$ cat config.mk
export PLATFORM = sky130hd
export DESIGN_NAME = uart_rx_line
export DESIGN_NICKNAME = d
export VERILOG_FILES = /design/src/rtl/uart_rx_line.sv
export SDC_FILE = /design/constraint.sdc
export NUM_CORES = 1
export LEC_CHECK = 0
export BUFFER_PORTS_ARGS = -buffer_cell sky130_fd_sc_hd__buf_2
export CAP_MARGIN = 30
export CORE_MARGIN = 2
export CORE_UTILIZATION = 40
export DETAILED_ROUTE_END_ITERATION = 6
export GPL_ROUTABILITY_DRIVEN = 0
export PLACE_DENSITY = 0.58
export SLEW_MARGIN = 10
export SYNTH_ARGS = -nofsm -noshare
export SYNTH_HDL_FRONTEND = slang
export SYNTH_SLANG_ARGS = --single-unit
$ cat constraint.sdc
create_clock -name clk -period 4.2 [get_ports clk]
set_input_delay 1.05 -clock clk [delete_from_list [all_inputs] [get_ports clk]]
set_output_delay 1.05 -clock clk [all_outputs]
set_load 0.03 [all_outputs]
$ cat src/rtl/uart_rx_line.sv
module uart_rx_line #(
  parameter int OSR = 16
) (
  input  logic       clk,
  input  logic       rst_n,
  input  logic       tick16,
  input  logic [5:0] line_cfg,
  input  logic       rx_line,
  output logic [7:0] rx_data,
  output logic       rx_valid,
  output logic       parity_err,
  output logic       frame_err,
  output logic       break_det
);
  localparam int CW   = $clog2(OSR);
  localparam int HALF = OSR / 2;

  typedef enum logic [2:0] {S_IDLE, S_START, S_DATA, S_PAR, S_STOP, S_BRK} st_t;
  st_t st;

  logic [1:0]    sync;
  logic          rx_s, rx_d;
  logic [CW-1:0] cnt;
  logic [2:0]    idx;
  logic [7:0]    shf;
  logic          seen_hi, pbit;
  logic [1:0]    len_q;
  logic          pen_q, sense_q, force_q;
  logic          unused_stop_cfg;

  assign unused_stop_cfg = line_cfg[2];
  assign rx_s = sync[1];

  wire       at_mid   = tick16 && (cnt == CW'(OSR - 1));
  wire       at_half  = tick16 && (cnt == CW'(HALF - 1));
  wire [2:0] last_idx = 3'd4 + {1'b0, len_q};
  wire       dpar     = ^shf;
  wire       exp_p    = force_q ? ~sense_q : (sense_q ? dpar : ~dpar);
  wire       all_low  = !rx_s && !seen_hi;

  always_ff @(posedge clk or negedge rst_n) begin
    if (!rst_n) begin
      sync <= 2'b11;
      rx_d <= 1'b1;
    end else begin
      sync <= {sync[0], rx_line};
      rx_d <= rx_s;
    end
  end

  always_ff @(posedge clk or negedge rst_n) begin
    if (!rst_n) begin
      st         <= S_IDLE;
      cnt        <= '0;
      idx        <= '0;
      shf        <= '0;
      seen_hi    <= 1'b0;
      pbit       <= 1'b0;
      len_q      <= '0;
      pen_q      <= 1'b0;
      sense_q    <= 1'b0;
      force_q    <= 1'b0;
      rx_valid   <= 1'b0;
      rx_data    <= '0;
      parity_err <= 1'b0;
      frame_err  <= 1'b0;
      break_det  <= 1'b0;
    end else begin
      rx_valid <= 1'b0;
      case (st)
        S_IDLE: if (rx_d && !rx_s) begin
          st  <= S_START;
          cnt <= '0;
        end
        S_START: if (tick16) begin
          cnt <= cnt + 1'b1;
          if (at_half) begin
            if (rx_s) st <= S_IDLE;
            else begin
              st      <= S_DATA;
              cnt     <= '0;
              idx     <= '0;
              shf     <= '0;
              seen_hi <= 1'b0;
              len_q   <= line_cfg[1:0];
              pen_q   <= line_cfg[3];
              sense_q <= line_cfg[4];
              force_q <= line_cfg[5];
            end
          end
        end
        S_DATA: if (tick16) begin
          cnt <= cnt + 1'b1;
          if (at_mid) begin
            cnt      <= '0;
            shf[idx] <= rx_s;
            seen_hi  <= seen_hi | rx_s;
            idx      <= idx + 3'd1;
            if (idx == last_idx) st <= pen_q ? S_PAR : S_STOP;
          end
        end
        S_PAR: if (tick16) begin
          cnt <= cnt + 1'b1;
          if (at_mid) begin
            cnt     <= '0;
            pbit    <= rx_s;
            seen_hi <= seen_hi | rx_s;
            st      <= S_STOP;
          end
        end
        S_STOP: if (tick16) begin
          cnt <= cnt + 1'b1;
          if (at_mid) begin
            cnt        <= '0;
            rx_valid   <= 1'b1;
            rx_data    <= shf;
            parity_err <= pen_q && (pbit != exp_p);
            frame_err  <= !rx_s;
            break_det  <= all_low;
            st         <= all_low ? S_BRK : S_IDLE;
          end
        end
        S_BRK: if (rx_s) st <= S_IDLE;
        default: st <= S_IDLE;
      endcase
    end
  end
endmodule


==> Word level (Yosys, flattened, before mapping) <==
Cells that the tools add are included.
{ "totals": {"inputBits": 10, "reg_bits": 40, "output_inout_bits": 12} }
{ "classes": {"n_reduce_logical": 22, "eq_ne": 24, "n_mux": 48, "addsub": 3, "n_lt_le_gt_ge": 2, "bitwise_logic": 4} }
{ "op_table": {"columns": ["op", "n"], "rows": [
  ["$mux W3", 18],
  ["$mux W8", 5],
  ["$mux W4", 6],
  ["$ne A2 B2 Y1 const B", 12],
  ["$pmux W3 S6", 1],
  ["$pmux W8 S2", 1],
  ["$pmux W4 S3", 1],
  ["$reduce_and A6 Y1", 2],
  ["$mux W1", 11],
  ["$reduce_and A11 Y1", 1],
  ["$bwmux W8", 1],
  ["$reduce_and A4 Y1", 2],
  ["$reduce_xor A8 Y1", 1],
  ["$eq A3 B2 Y1 const B", 2],
  ["$eq A3 B3 Y1 const B", 2],
  ["$logic_and A1 B1 Y1", 6],
  ["$ne A2 B1 Y1 const B", 3],
  ["$pmux W3 S2", 1],
  ["$reduce_and A3 Y1", 2],
  ["$add A4 B1 Y4 const B", 1],
  ["$eq A4 B3 Y1 const B", 1],
  ["$eq A4 B4 Y1 const B", 1],
  ["$lt A3 B4 Y1 const B", 1],
  ["$reduce_bool A2 Y1", 2],
  ["other kinds (16)", 19]
]} }

==> Logic depth before layout (Yosys ltp) <==
Gate-level depths: netlist of the first run.
{ "logic_depth": {"ltp_word": 8, "depth_mapped": 8, "ltp_nobuf": 6} }

==> Least setup slack after synthesis of the first run <==
No wires, ideal clock.
{ "synth_path": {"path_kind": "input-to-reg", "from": "in tick16", "to": "reg st[0]", "required_time_ps": 4072, "arrival_time_ps": 2141, "path_slack_ps": 1931, "setup_ps": 128, "path_buffers": 0, "cell_stages": 5, "path_cell_list": "nand4b_1 -> o21ai_1 -> a2bb2oi_1 -> and3_1 -> mux2_1"} }
{ "synth_via": {"elab_chain_cells": 3, "word_cells_on_any_way": 11, "cone_classes": "8 x eq/ne; 3 x reduce/logical"} }
{ "synth_lines": {"columns": ["element", "line_no", "text"], "rows": [
  ["start, declared", "6", "input logic tick16,"],
  ["$logic_and A1 B1 Y1, on equally long branches", "35, 34", null],
  ["$ne A2 B2 Y1 (no source line)", null, null],
  ["$reduce_and A11 Y1 (no source line) (*)", null, null],
  ["end signal, assigned", "99", "if (idx == last_idx) st <= pen_q ? S_PAR : S_STOP;"],
  ["end signal, assigned", "120", "st <= all_low ? S_BRK : S_IDLE;"],
  ["end, declared", "19", "st_t st;"]
]} }
Every way passes the cells marked *; elsewhere a longest branch is shown, timed or not.
A chain may end at the register's enable or synchronous reset.

==> Final worst setup path of the first run <==
Same ends and word-level chain as after synthesis.

==> results of run 1 <==
-- layer usage --
metal	routed length, µm	part of all wire (%)
met5	0	0
met4	36	1.0
met3	127	3.5
met2	1710	47
met1	1730	48
-- power breakdown --
part / leakage, nW / internal (mW) / total, mW / switching [mW]
clock: 0.0503 / 0.146 / 0.271 / 0.125
combinational: 0.504 / 0.208 / 0.443 / 0.234
sequential: 0.527 / 0.463 / 0.584 / 0.121
-- cells in the final DEF (no fill, tap or decap), drive strengths merged, types with 2 or more instances in the layout --
cell and count:
nand2 39, dfrtp 37, buf 21, nor2 14, mux2 12, mux2i 8, xnor2 8, o21ai 8
clkbuf 7, nand3 5, nor3b 5, inv 4, nor3 4, a21oi 4, nor4 4, nand2b 3
xor2 3, dfstp 3, nand4 2, nor2b 2, a21o 2, ha 2, nor4b 2
-- worst max path at each step --
stage,to,slack (ps),depth (start not counted)
after floorplan,st[0]$_DFFE_PN0P_,1930,5
after global placement,st[1]$_DFFE_PN0P_,1620,6
after detailed placement,st[0]$_DFFE_PN0P_,1610,6
after CTS,st[0]$_DFFE_PN0P_,1910,6
after global routing,parity_err$_DFFE_PN0P_,1670,5
final,st[0]$_DFFE_PN0P_,1900,6
-- flip-flops by register name, summed over array words and instances, names as in the netlist --
| signal | cells |
|---|---|
| seen_hi | 1 |
| len_q | 2 |
| force_q | 1 |
| sync | 2 |
| st | 3 |
| frame_err | 1 |
| pen_q | 1 |
| idx | 3 |
| sense_q | 1 |
| pbit | 1 |
| rx_d | 1 |
| rx_valid | 1 |
| parity_err | 1 |
| shf | 8 |
| cnt | 4 |
| break_det | 1 |
| rx_data | 8 |
-- cell type report --
cell class	instances	area, µm²	share of cell area [%]
clock buffers	7	96.3	4.15
inverters	4	15.0	0.647
multi-input cells	143	997	43.0
flip-flops and latches	40	1000	43.3
well taps	70	87.6	3.77
repair buffers	21	120	5.18
-- through the flow --
| step | setup WS, ps | power [mW] | area, µm² |
|---|---|---|---|
| global placement | 1620 | 1.03 | 2200 |
| detailed placement | 1610 | 1.04 | 2200 |
| finish | 1900 | 1.30 | 2320 |
| CTS | 1910 | 1.31 | 2300 |
| global route | 1670 | 1.41 | 2320 |
| floorplan | 1930 | 0.951 | 2070 |
-- synth_stat cells, drive strengths merged (5+ instances only) --
cell type / n / area (µm²)
nor3b: 5 / 57.6
nand2: 39 / 154
nand3: 5 / 25.0
mux2i: 8 / 80.1
mux2: 12 / 135
buf: 10 / 47.6
xnor2: 8 / 70.1
dfrtp: 37 / 926
o21ai: 8 / 40.0
nor2: 14 / 52.6
-- critical path, delay by kind of cell --
kind / cells / cell delay, ps
AO/OA/AOI/OAI: 2 / 440
multiplexers: 1 / 340
AND/OR/NAND/NOR: 2 / 520
buffers and inverters: 1 / 120
-- logic make-up (layout without fill, tap and decap cells) --
family | count (synthesis) | count (layout) | share of synthesized area (%)
and+or+nand+nor | 84 | 84 | 22.3
AOI/OAI and AO/OA | 26 | 26 | 9.62
buffers and inverters | 15 | 32 | 3.21
DFF | 40 | 40 | 48.6
adders and majority gates | 2 | 2 | 1.21
muxes | 20 | 20 | 10.4
xor gates and xnor gates | 11 | 11 | 4.66
==> run summary, run 1 <==
CP max FO = 5
CP Cell Sequence = buf_2 -> nand4b_1 -> o21ai_1 -> a2bb2oi_1 -> and3_1 -> mux2_1
Layout Area Growth over Synthesis = 12.2%
Post-synth EDFFs = 0
Yosys warnings = 0
drt first pass iters = 4
Setup crit end kind = register
n_diodes = 0
pin count of the biggest net entering global routing = 41
startpoint types = input pin
Die X = 75.9 µm
Period minus WS final = 2300 ps
Worst slew margin = 51.6%
setup bufs post-CTS = 0
# DRC = 0
fin. max-slew vios = 0
critical path arrival = 2470 ps
vias in the first global route = 1360
Final ANT Viol Nets = 0
maxcap violations = 0
Avg WL per Cell = 12.7 µm
Global Route met1 Usage = 20.0%
vias after detailed routing = 1459
RSZ-0062 raised after global routing = no
slew of the pin with the lowest slew margin = 726 ps
setup TNS = 0 ps
GRT Overall Usage = 14.0%
Synth Area per Inst = 10.4 µm²
Syn Inst Count = 198
Longest Clk Path Bufs = 2
hold path depth = 0
Min-Delay Path Class = register to register
gr busiest metal = met2
power per cell area = 559 mW/mm²
die area = 0.00576 mm²
slowest CP cell = mux2_1
Critical Path Source = tick16
Tcrit/Tclk final = 54.7%
Cell Area, Synth = 0.00207 mm²
Worst Skew = 7.93 ps
Crit Path Class = input pin to register
Leak Pwr = 1.08 nW
Initial Utilization = 41.0%
core area = 0.00504 mm²
met2 global-route usage = 20.7%
Routed WL = 3610 µm
Largest stage delay, worst path = 340 ps
reg-to-reg critical path startpoint = st[2]$_DFFE_PN0P_
VDD IR-drop max = 0.215 mV
# setup viols final = 0
DRT iter0 DRCs = 70
share of post-route cells with drive strength above 1 = 23.7%
FF-to-FF End = parity_err$_DFFE_PN0P_
number of fill cells = 490
nets = 227
Die H = 75.9 µm
Critical Path RT = 4370 ps
initial antenna violation count = 0
CTS tree = yes
IO Count = 22
met3 Use GR = 4.05%
top_reg_cell synth = dfrtp_1
Synth async-reset ratio = 100%
hpwl dp = 2510 µm
Final Hold Violating Endpoints = 0
GRT Residual Overflow = 0
CTS root buffer = clkbuf_8
Cells after DPL = 277
TritonCTS buffer count = 5
# port buffers = 20
hold worst-path end = sync[1]$_DFF_PN1_
FP Rows = 26
reg2reg setup slack = 1980 ps
H-Tree Depth = 2
Reg clk slew, reported paths = 70 ps
Synthesized Nets = 210
Clock Latency Late Sink = 290 ps
hold path startpoint = sync[0]$_DFF_PN1_
first-pass GRT wire length = 6530 µm
Max Fclk = 435 MHz
synth unique cells = 46
Via density = 5.12
synthesis-stage register bit count = 40
WHS = 356 ps
Worst R2R Path Depth = 5
status = finished clean
clk sink count = 40
# hold bufs at CTS = 0
Final Util = 46.0%
Non-Filler Instances = 285
post-cts gate resize count = 0
sequential share of the synthesized area = 48.6%
No activity file was read; power rests on OpenSTA's default activity.
==> run 2: changes to the inputs <==
--- a/config.mk
+++ b/config.mk
@@ -5,6 +5,7 @@
 export SDC_FILE = /design/constraint.sdc
 export NUM_CORES = 1
 export LEC_CHECK = 0
+export ABC_AREA = 1
 export BUFFER_PORTS_ARGS = -buffer_cell sky130_fd_sc_hd__buf_2
 export CAP_MARGIN = 30
 export CORE_MARGIN = 2
==> constraint.sdc (replaced) <==
create_clock -name clk -period 2.18 [get_ports clk]
set_input_delay 0.545 -clock clk [delete_from_list [all_inputs] [get_ports clk]]
set_output_delay 0.545 -clock clk [all_outputs]
set_load 0.03 [all_outputs]
==> run summary, run 2 <==
slew of the pin with the lowest slew margin = 514 ps
clk sink count = 40
top_reg_cell synth = dfrtp_1
Final Hold Violating Endpoints = 0
Max Fclk = 526 MHz
# hold bufs at CTS = 0
# setup viols final = 0
CTS root buffer = clkbuf_8
Commonest cells post-synth = nand2_1 (99), dfrtp_1 (37), nor2_1 (30)
post-cts gate resize count = 0
n_diodes = 0
TritonCTS buffer count = 5
GRT Residual Overflow = 0
vias after detailed routing = 1796
startpoint types = register
H-Tree Depth = 2
Avg WL per Cell = 11.1 µm
Synthesized Nets = 300
DRT iter0 DRCs = 145
Yosys top cell by area = dfrtp_1
Synth top area share = 43.4%
Critical Path RT = 2410 ps
Setup crit end kind = register
Crit Path Class = register to register
first-pass GRT wire length = 7770 µm
Cell Area, Synth = 0.00213 mm²
WHS = 201 ps
setup TNS = 0 ps
sequential share of the synthesized area = 47.1%
Largest stage delay, worst path = 380 ps
synthesis-stage register bit count = 40
CP max FO = 12
drt first pass iters = 4
Worst slew margin = 65.7%
pin count of the biggest net entering global routing = 41
power per cell area = 1010 mW/mm²
Min-Delay Path Class = input pin to async pin
Initial Utilization = 41.5%
Syn Inst Count = 288
Routed WL = 4240 µm
core area = 0.00514 mm²
# port buffers = 20
crit-path most repeated cell = nand2_1
GRT Overall Usage = 16.3%
Post-synth EDFFs = 0
nets = 323
Synth Area per Inst = 7.41 µm²
ranking of synthesized cells by area = dfrtp_1 (43%), nand2_1 (17%), o21ai_0 (6.1%), nor2_1 (5.3%), inv_1 (4.9%)
slowest CP cell = dfrtp_1
Reg clk slew, reported paths = 80 ps
Clock Latency Late Sink = 290 ps
number of fill cells = 575
Worst Skew = 4.42 ps
most frequent cells in the layout = nand2_1 (99), dfrtp_1 (37), nor2_1 (30)
FP Rows = 26
# DRC = 0
Synth async-reset ratio = 100%
CP Cell Sequence = ha_1 -> nand2_1 -> nor2_1 -> nand2_1 -> nand2_1 -> nand2_1 -> a21oi_4 -> buf_4 -> nand4_1 -> nand2_1
Die X = 77.1 µm
commonest non-fill, non-tap cell in the layout = nand2_1
synth unique cells = 24
maxcap violations = 0
Final ANT Viol Nets = 0
IO Count = 22
initial antenna violation count = 0
critical path arrival = 2130 ps
VDD IR-drop max = 0.365 mV
vias in the first global route = 1666
Longest Clk Path Bufs = 2
Die H = 77.1 µm
Via density = 4.70
status = finished clean
fin. max-slew vios = 0
Layout Area Growth over Synthesis = 12.9%
setup bufs post-CTS = 0
Yosys warnings = 0
share of post-route cells with drive strength above 1 = 13.8%
CTS tree = yes
hpwl dp = 3100 µm
largest registers = rx_data (8), shf (8), cnt (4)
die area = 0.00594 mm²
Tcrit/Tclk final = 87.2%
Period minus WS final = 1900 ps
Leak Pwr = 1.30 nW
count leader, synth = nand2_1
RSZ-0062 raised after global routing = no
## run 2: path summary, 6_finish.rpt
| path | start | to | slack (ps) | cells after the start |
|---|---|---|---|---|
| max | cnt[0]$_DFFE_PN0P_ | shf[1]$_DFFE_PN0P_ | 280 | 10 |
| min | rst_n | cnt[2]$_DFFE_PN0P_ | 200 | 2 |
| max reg2reg | cnt[0]$_DFFE_PN0P_ | shf[1]$_DFFE_PN0P_ | 280 | 10 |
| min reg2reg | sync[0]$_DFF_PN1_ | sync[1]$_DFF_PN1_ | 360 | 0 |
| max in group asynchronous | rst_n | rx_d$_DFF_PN1_ | 1720 | 2 |
| min in group clk | rx_line | sync[0]$_DFF_PN1_ | 350 | 1 |
## run 2: logic make-up (layout without fill, tap and decap cells)
family | Yosys count | after routing | synth area share, %
compound gates | 42 | 42 | 10.8
buf+inv | 37 | 61 | 7.15
xor+xnor | 3 | 3 | 1.23
fa+ha+maj | 2 | 2 | 1.17
flops | 40 | 40 | 47.1
simple gates | 164 | 164 | 32.6
## run 2: per-stage QoR
step	utilization, %	instances	worst slack (ps)	total power, mW	cell area [µm²]
after floorplan	-	288	629	1.73	2130
after global placement	45.1	374	266	1.94	2320
after detailed placement	45.1	374	246	1.94	2320
after CTS	46.9	382	280	2.47	2410
after global routing	46.9	382	94.2	2.69	2410
final	46.9	382	278	2.44	2410
## run 2: report_power, final
| group | internal (mW) | total [mW] | switching [mW] |
|---|---|---|---|
| registers | 0.867 | 1.00 | 0.135 |
| logic | 0.301 | 0.927 | 0.626 |
| clock network | 0.253 | 0.508 | 0.256 |
## run 2: layout make-up
type | count | area [µm²] | share of cell area (%)
multi-input combinational | 211 | 977 | 40.6
sequential | 40 | 1000 | 41.7
inverter | 30 | 113 | 4.67
tap | 70 | 87.6 | 3.63
timing repair buffer | 23 | 135 | 5.61
clock inverter | 2 | 10.0 | 0.415
clock buffer | 6 | 82.6 | 3.43
## run 2: metal layers
layer | track usage (%) | routed length (µm) | up-vias
met2 | 24.6 | 1770 | 28
met5 | 0 | 0 | -
met1 | 23.1 | 2270 | 793
li1 | - | - | 971
met3 | 4.12 | 148 | 4
met4 | 5.36 | 44 | 0
## run 2: critical path: cells and delay by family (launching register included)
kind / cells / cell delay (ps)
buf+inv: 1 / 210
fa+ha+maj: 1 / 190
compound gates: 1 / 320
simple gates: 7 / 740
flops: 1 / 380
